### src/rtl/crc32_frame_engine.sv
module crc32_frame_engine #(
  parameter logic [31:0] POLY_REFL = 32'hEDB88320,
  parameter logic [31:0] SEED      = 32'hFFFFFFFF,
  parameter logic [31:0] RESIDUE   = 32'hDEBB20E3
) (
  input  logic       clk,
  input  logic       rst_n,
  input  logic       tx_mode,
  input  logic       sof,
  input  logic       in_valid,
  input  logic [7:0] in_data,
  input  logic       eof,
  output logic       busy,
  output logic [7:0] out_data,
  output logic       frame_ok
);

  localparam int TAPS = 40;

  // elaboration-time only: used to derive the flat XOR masks
  function automatic logic [31:0] bit_walk(logic [31:0] c, logic [7:0] d);
    logic fb;
    for (int k = 0; k < 8; k++) begin
      fb = c[0] ^ d[k];
      c  = {1'b0, c[31:1]} ^ (fb ? POLY_REFL : 32'h0);
    end
    return c;
  endfunction

  function automatic logic [TAPS-1:0] row_mask(int j);
    logic [TAPS-1:0] m;
    logic [31:0] v;
    for (int i = 0; i < TAPS; i++) begin
      if (i < 32) v = bit_walk(32'h1 << i, 8'h0);
      else        v = bit_walk(32'h0, 8'(1 << (i - 32)));
      m[i] = v[j];
    end
    return m;
  endfunction

  logic [31:0] acc_q, acc_base, acc_nx;
  logic [31:0] tx_sh;
  logic [2:0]  tx_left;
  logic        take;

  assign busy     = tx_left != 3'd0;
  assign take     = in_valid & ~busy;
  assign acc_base = sof ? SEED : acc_q;
  assign out_data = busy ? tx_sh[7:0] : 8'h00;

  for (genvar j = 0; j < 32; j++) begin : g_xor
    localparam logic [TAPS-1:0] MASK = row_mask(j);
    assign acc_nx[j] = ^({in_data, acc_base} & MASK);
  end

  always_ff @(posedge clk) begin
    if (!rst_n)    acc_q <= SEED;
    else if (take) acc_q <= acc_nx;
  end

  always_ff @(posedge clk) begin
    if (!rst_n) begin
      tx_left <= 3'd0;
      tx_sh   <= 32'h0;
    end else if (take && eof && tx_mode) begin
      tx_left <= 3'd4;
      tx_sh   <= ~acc_nx;
    end else if (busy) begin
      tx_left <= tx_left - 3'd1;
      tx_sh   <= {8'h00, tx_sh[31:8]};
    end
  end

  always_ff @(posedge clk) begin
    if (!rst_n) frame_ok <= 1'b0;
    else        frame_ok <= take && eof && !tx_mode && (acc_nx == RESIDUE);
  end


  hold_when_idle_chk: assert property (@(posedge clk) disable iff (!rst_n)
    !(in_valid && !busy) |=> $stable(acc_q));


  busy_start_chk: assert property (@(posedge clk) disable iff (!rst_n)
    $rose(busy) |-> $past(in_valid && eof && tx_mode));


  busy_end_chk: assert property (@(posedge clk) disable iff (!rst_n)
    (tx_left == 3'd1) |=> !busy);


  tx_first_byte_chk: assert property (@(posedge clk) disable iff (!rst_n)
    $rose(busy) |-> (out_data == ~acc_q[7:0]));


  ok_source_chk: assert property (@(posedge clk) disable iff (!rst_n)
    frame_ok |-> $past(in_valid && !busy && eof && !tx_mode));


  ok_residue_chk: assert property (@(posedge clk) disable iff (!rst_n)
    frame_ok |-> (acc_q == RESIDUE));


  ok_not_busy_chk: assert property (@(posedge clk) disable iff (!rst_n)
    !(frame_ok && busy));

endmodule

### config.mk
export PLATFORM = sky130hd
export DESIGN_NAME = crc32_frame_engine
export DESIGN_NICKNAME = d
export VERILOG_FILES = /design/src/rtl/crc32_frame_engine.sv
export SDC_FILE = /design/constraint.sdc
export NUM_CORES = 1
export LEC_CHECK = 0
export ABC_AREA = 1
export BUFFER_PORTS_ARGS = -buffer_cell sky130_fd_sc_hd__clkbuf_2
export CAP_MARGIN = 0
export CELL_PAD_IN_SITES_DETAIL_PLACEMENT = 1
export CELL_PAD_IN_SITES_GLOBAL_PLACEMENT = 2
export CORE_MARGIN = 3
export CORE_UTILIZATION = 30
export CTS_CLUSTER_DIAMETER = 30
export DETAILED_ROUTE_END_ITERATION = 10
export GPL_ROUTABILITY_DRIVEN = 0
export GPL_TIMING_DRIVEN = 0
export PLACE_DENSITY_LB_ADDON = 0.1
export SLEW_MARGIN = 20
export SYNTH_ARGS = -nofsm -noshare
export SYNTH_HDL_FRONTEND = slang
export SYNTH_SLANG_ARGS = --single-unit
### constraint.sdc
create_clock -name clk -period 2.35 [get_ports clk]
set_input_delay 0.235 -clock clk [delete_from_list [all_inputs] [get_ports clk]]
set_output_delay 0.235 -clock clk [all_outputs]
set_load 0.02 [all_outputs]
==> summary.md <==
| Metric | Value |
|---|---|
| Die Wd | `139.5 um` |
| Final Hold Fails | `0` |
| Main synth FF type | `dfxtp_1` |
| Share of cells above drive strength 1 | `0.1025` |
| Yosys reg bits | `68` |
| Worst Path Buf+Inv | `1` |
| Initial Utilization | `0.3078` |
| CTS tree | `yes` |
| Beginning of the critical path | `acc_q[6]$_SDFFE_PN1P_` |
| Min-delay src | `rst_n` |
| Largest net degree at the start of global routing | `11` |
| Antenna-violating nets left | `0` |
| FMAX | `464.5 MHz` |
| Crit-path cells | `buf_2 > nor2_4 > nand2_1 > nand2_1 > nand2_1 > nand2_1 > nand2_1 > nand2_1 > nand2_1 > nor2_2 > nand3_1 > nor2_1` |
| Clock slew at reported path FFs | `60 ps` |
| Post-synth ARST share | `0` |
| Crit end category | `register` |
| Maximum vdd drop | `0.4443 mV` |
| Slowest CP cell | `dfxtp_1` |
| ANT cells | `0` |
| Row Count | `48` |
| Share of the synthesized area in the top cell type | `0.3239` |
| Critical R2R Launch | `acc_q[6]$_SDFFE_PN1P_` |
| Worst setup margin | `197.0 ps` |
| Required time of the critical path | `2620 ps` |
| Initial antenna violation count | `0` |
| Post-synth top area cell | `nand2_1` |
| Drt first pass iters | `5` |
| Clock power frac | `0.182` |
| Final net count | `1008` |
| Top-count cell post-synth | `nand2_1` |
| DRT iter0 DRCs | `341` |
| Routed vias/inst | `4.947` |
| R2R depth | `12` |
| Pint | `3.236 mW` |
| Most frequent CP cell | `nand2_1` |
| Drt wl/cell | `18.40 um` |
| Worst hold slack | `162.9 ps` |
| Max Clock Skew | `3.823 ps` |
| Post-layout minimum cycle time | `2153 ps` |
| EDFF count, synth | `0` |
| Pleak | `3.027 nW` |
| Post-route design area | `6050 sq um` |
| Synth-to-layout area growth | `13.23%` |
| Vias in the first global route | `5966` |
| Root buf cell | `clkbuf_16` |
| Detailed Route WL | `22450 um` |
| Die height | `139.5 um` |
| R2r setup slk | `200 ps` |
| Clock buffer depth | `2` |
| Warnings, synthesis | `0` |
| Clk_lat worst skew | `330 ps` |
| Htree depth | `3` |
| Seq pwr share | `0.252` |
| Mux share of post-synthesis cell area | `0` |
| Cell variety after synth | `34` |
| CP top delay family | `simple AND/OR/NAND/NOR gates` |
| Sw Ratio | `0.5158` |
| FF-to-FF End | `frame_ok$_SDFF_PN0_` |
| Final core utilization | `0.3485` |
| Final Total Pwr | `6.682 mW` |
| Setup Crit Path Kind | `register to register` |
| Cell depth of the worst hold path | `3` |
| Worst slew pin tran | `681.5 ps` |
| # IOs | `24` |
| Total gr overflow | `0` |
| Min-Delay Path Class | `input port to register` |
| Logic pwr share | `0.566` |
| Placed wire-length estimate | `17970 um` |
| Slew Limit Headroom | `0.5457` |
| Final setup vio count | `0` |
| Synthesized area | `5343 sq um` |
| Residual DRC | `0` |
| Tot GR Track Use | `0.2334` |
| P per Cell Area | `1104 nW/um^2` |
| Synth Area in Compound Gates | `0.1239` |
| Via count | `6035` |
| Sequential-to-total area share from yosys stat | `0.2548` |
| Arr. time, crit path | `2420 ps` |
| Post-CTS Repair Setup Buffers | `0` |
| Sink Count | `68` |
| Status | `finished clean` |
| Fillers | `2414` |
| First-pass GRT wire length | `34980 um` |
| Synth Area in XOR/XNOR | `0.03091` |
| Core ar. | `17360 sq um` |
| Net Sw Power | `3.446 mW` |
| Synth top area cells | `nand2_1, dfxtp_1, inv_1` |
| Cell Area, Placed | `5719 sq um` |
| Cells after Synth | `962` |
| DIE AREA | `19450 sq um` |
| Tcrit/Tclk final | `0.9162` |
| Slowest Stage Delay on Critical Path | `290 ps` |
| Worst slack at placement | `-165.3 ps` |
| Multi-input gate area | `3422 sq um` |
| Top cells by count, synth | `nand2_1, inv_1, dfxtp_1` |
| Syn Nets | `978` |
| Synthesized area per cell | `5.554 sq um` |
| Max-slew violations | `0` |
| Simple-Gate Fraction of Synth Area | `0.4710` |
| Register area | `1361 sq um` |
| Crit start category | `register` |
| RSZ-0062 raised after global routing | `no` |
| Hold EP | `tx_sh[2]$_SDFFE_PN0P_` |
| Adder-Cell Fraction of Synth Area | `0.004684` |
| Main combinational cell family by area after synthesis | `simple AND/OR/NAND/NOR gates` |
| CP max FO | `8` |
| Port Buffers | `19` |
| Max-Cap Viols | `0` |
| CTS Buf Count | `9` |
power groups by stage:
stage	Combinational [mW]	Clock (mW)	Sequential (mW)
finish	3.78	1.22	1.68
CTS	3.72	1.24	1.68
global route	4.28	1.28	1.72
global placement	3.66	0	1.69
detailed placement	3.69	0	1.71
floorplan	2.46	0	1.62
metal layers:
| layer | part of all wire | vias to the layer above | track usage | wire length [um] |
|---|---|---|---|---|
| met5 | 0 | - | 0 | 0 |
| met4 | 0.017 | 0 | 0.05252 | 388 |
| met3 | 0.049 | 23 | 0.03780 | 1090 |
| met2 | 0.43 | 95 | 0.3560 | 9621 |
| met1 | 0.51 | 2859 | 0.3450 | 11350 |
| li1 | - | 3058 | - | - |
cells in the final DEF, fill, tap and decap left out, types with 3 or more instances in the layout:
cell / n
a21oi_1: 44
a21oi_2: 3
a31oi_1: 23
buf_2: 10
buf_4: 6
buf_6: 4
clkbuf_1: 20
clkbuf_16: 9
clkbuf_2: 20
clkinv_1: 4
dfxtp_1: 68
inv_1: 85
inv_2: 6
nand2_1: 456
nand2_2: 13
nand3_1: 60
nand3b_1: 4
nand4_1: 6
nor2_1: 49
nor2_4: 11
o21ai_0: 48
or2_2: 5
xnor2_1: 5
xor2_1: 12
worst max path at each step:
| stage | end | slack, ps | cells after the start |
|---|---|---|---|
| final | frame_ok$_SDFF_PN0_ | 200 | 12 |
| after global routing | frame_ok$_SDFF_PN0_ | 7 | 14 |
| after CTS | tx_sh[20]$_SDFFE_PN0P_ | 3 | 11 |
| after detailed placement | frame_ok$_SDFF_PN0_ | -170 | 12 |
| after global placement | frame_ok$_SDFF_PN0_ | -170 | 12 |
| after floorplan | tx_sh[8]$_SDFFE_PN0P_ | 590 | 12 |
tightest hold or removal path: stages:
cell and delay (ps):
clkbuf_2 100, o21ai_0 70, a21oi_1 40
registers in the layout, summed over array words and instances (netlist names):
register	flops
frame_ok	1
tx_left	3
acc_q	32
tx_sh	32
repair_timing:
| item | in CTS | in global routing |
|---|---|---|
| hold buffers | 0 | 0 |
| setup endpoints to repair | 25 | 35 |
| gates resized for setup | 5 | 22 |
| pin swaps | 0 | 1 |
metrics by stage:
step	setup TNS, ps	std cells
after floorplan	0	962
after global placement	-1290	1206
after detailed placement	-1744	1206
after CTS	0	1220
after global routing	0	1220
final	0	1220
final cells by class:
type                            instances  share of cell area
Tap cell                              225             0.04654
Buffer                                 42             0.04302
Sequential cell                        68              0.2250
Clock buffer                           12             0.04074
Inverter                               97             0.06122
Clock inverter                          2            0.002068
Timing Repair Buffer                   19             0.01572
Multi-Input combinational cell        755              0.5657
cells by family after synthesis:
logic type / Yosys count
AND/OR/NAND/NOR: 612
buffers and inverters: 139
AO/OA/AOI/OAI: 123
flip-flops: 68
XOR/XNOR: 18
adder cells (fa/ha/maj): 2
No activity file was read; power rests on OpenSTA's default activity.
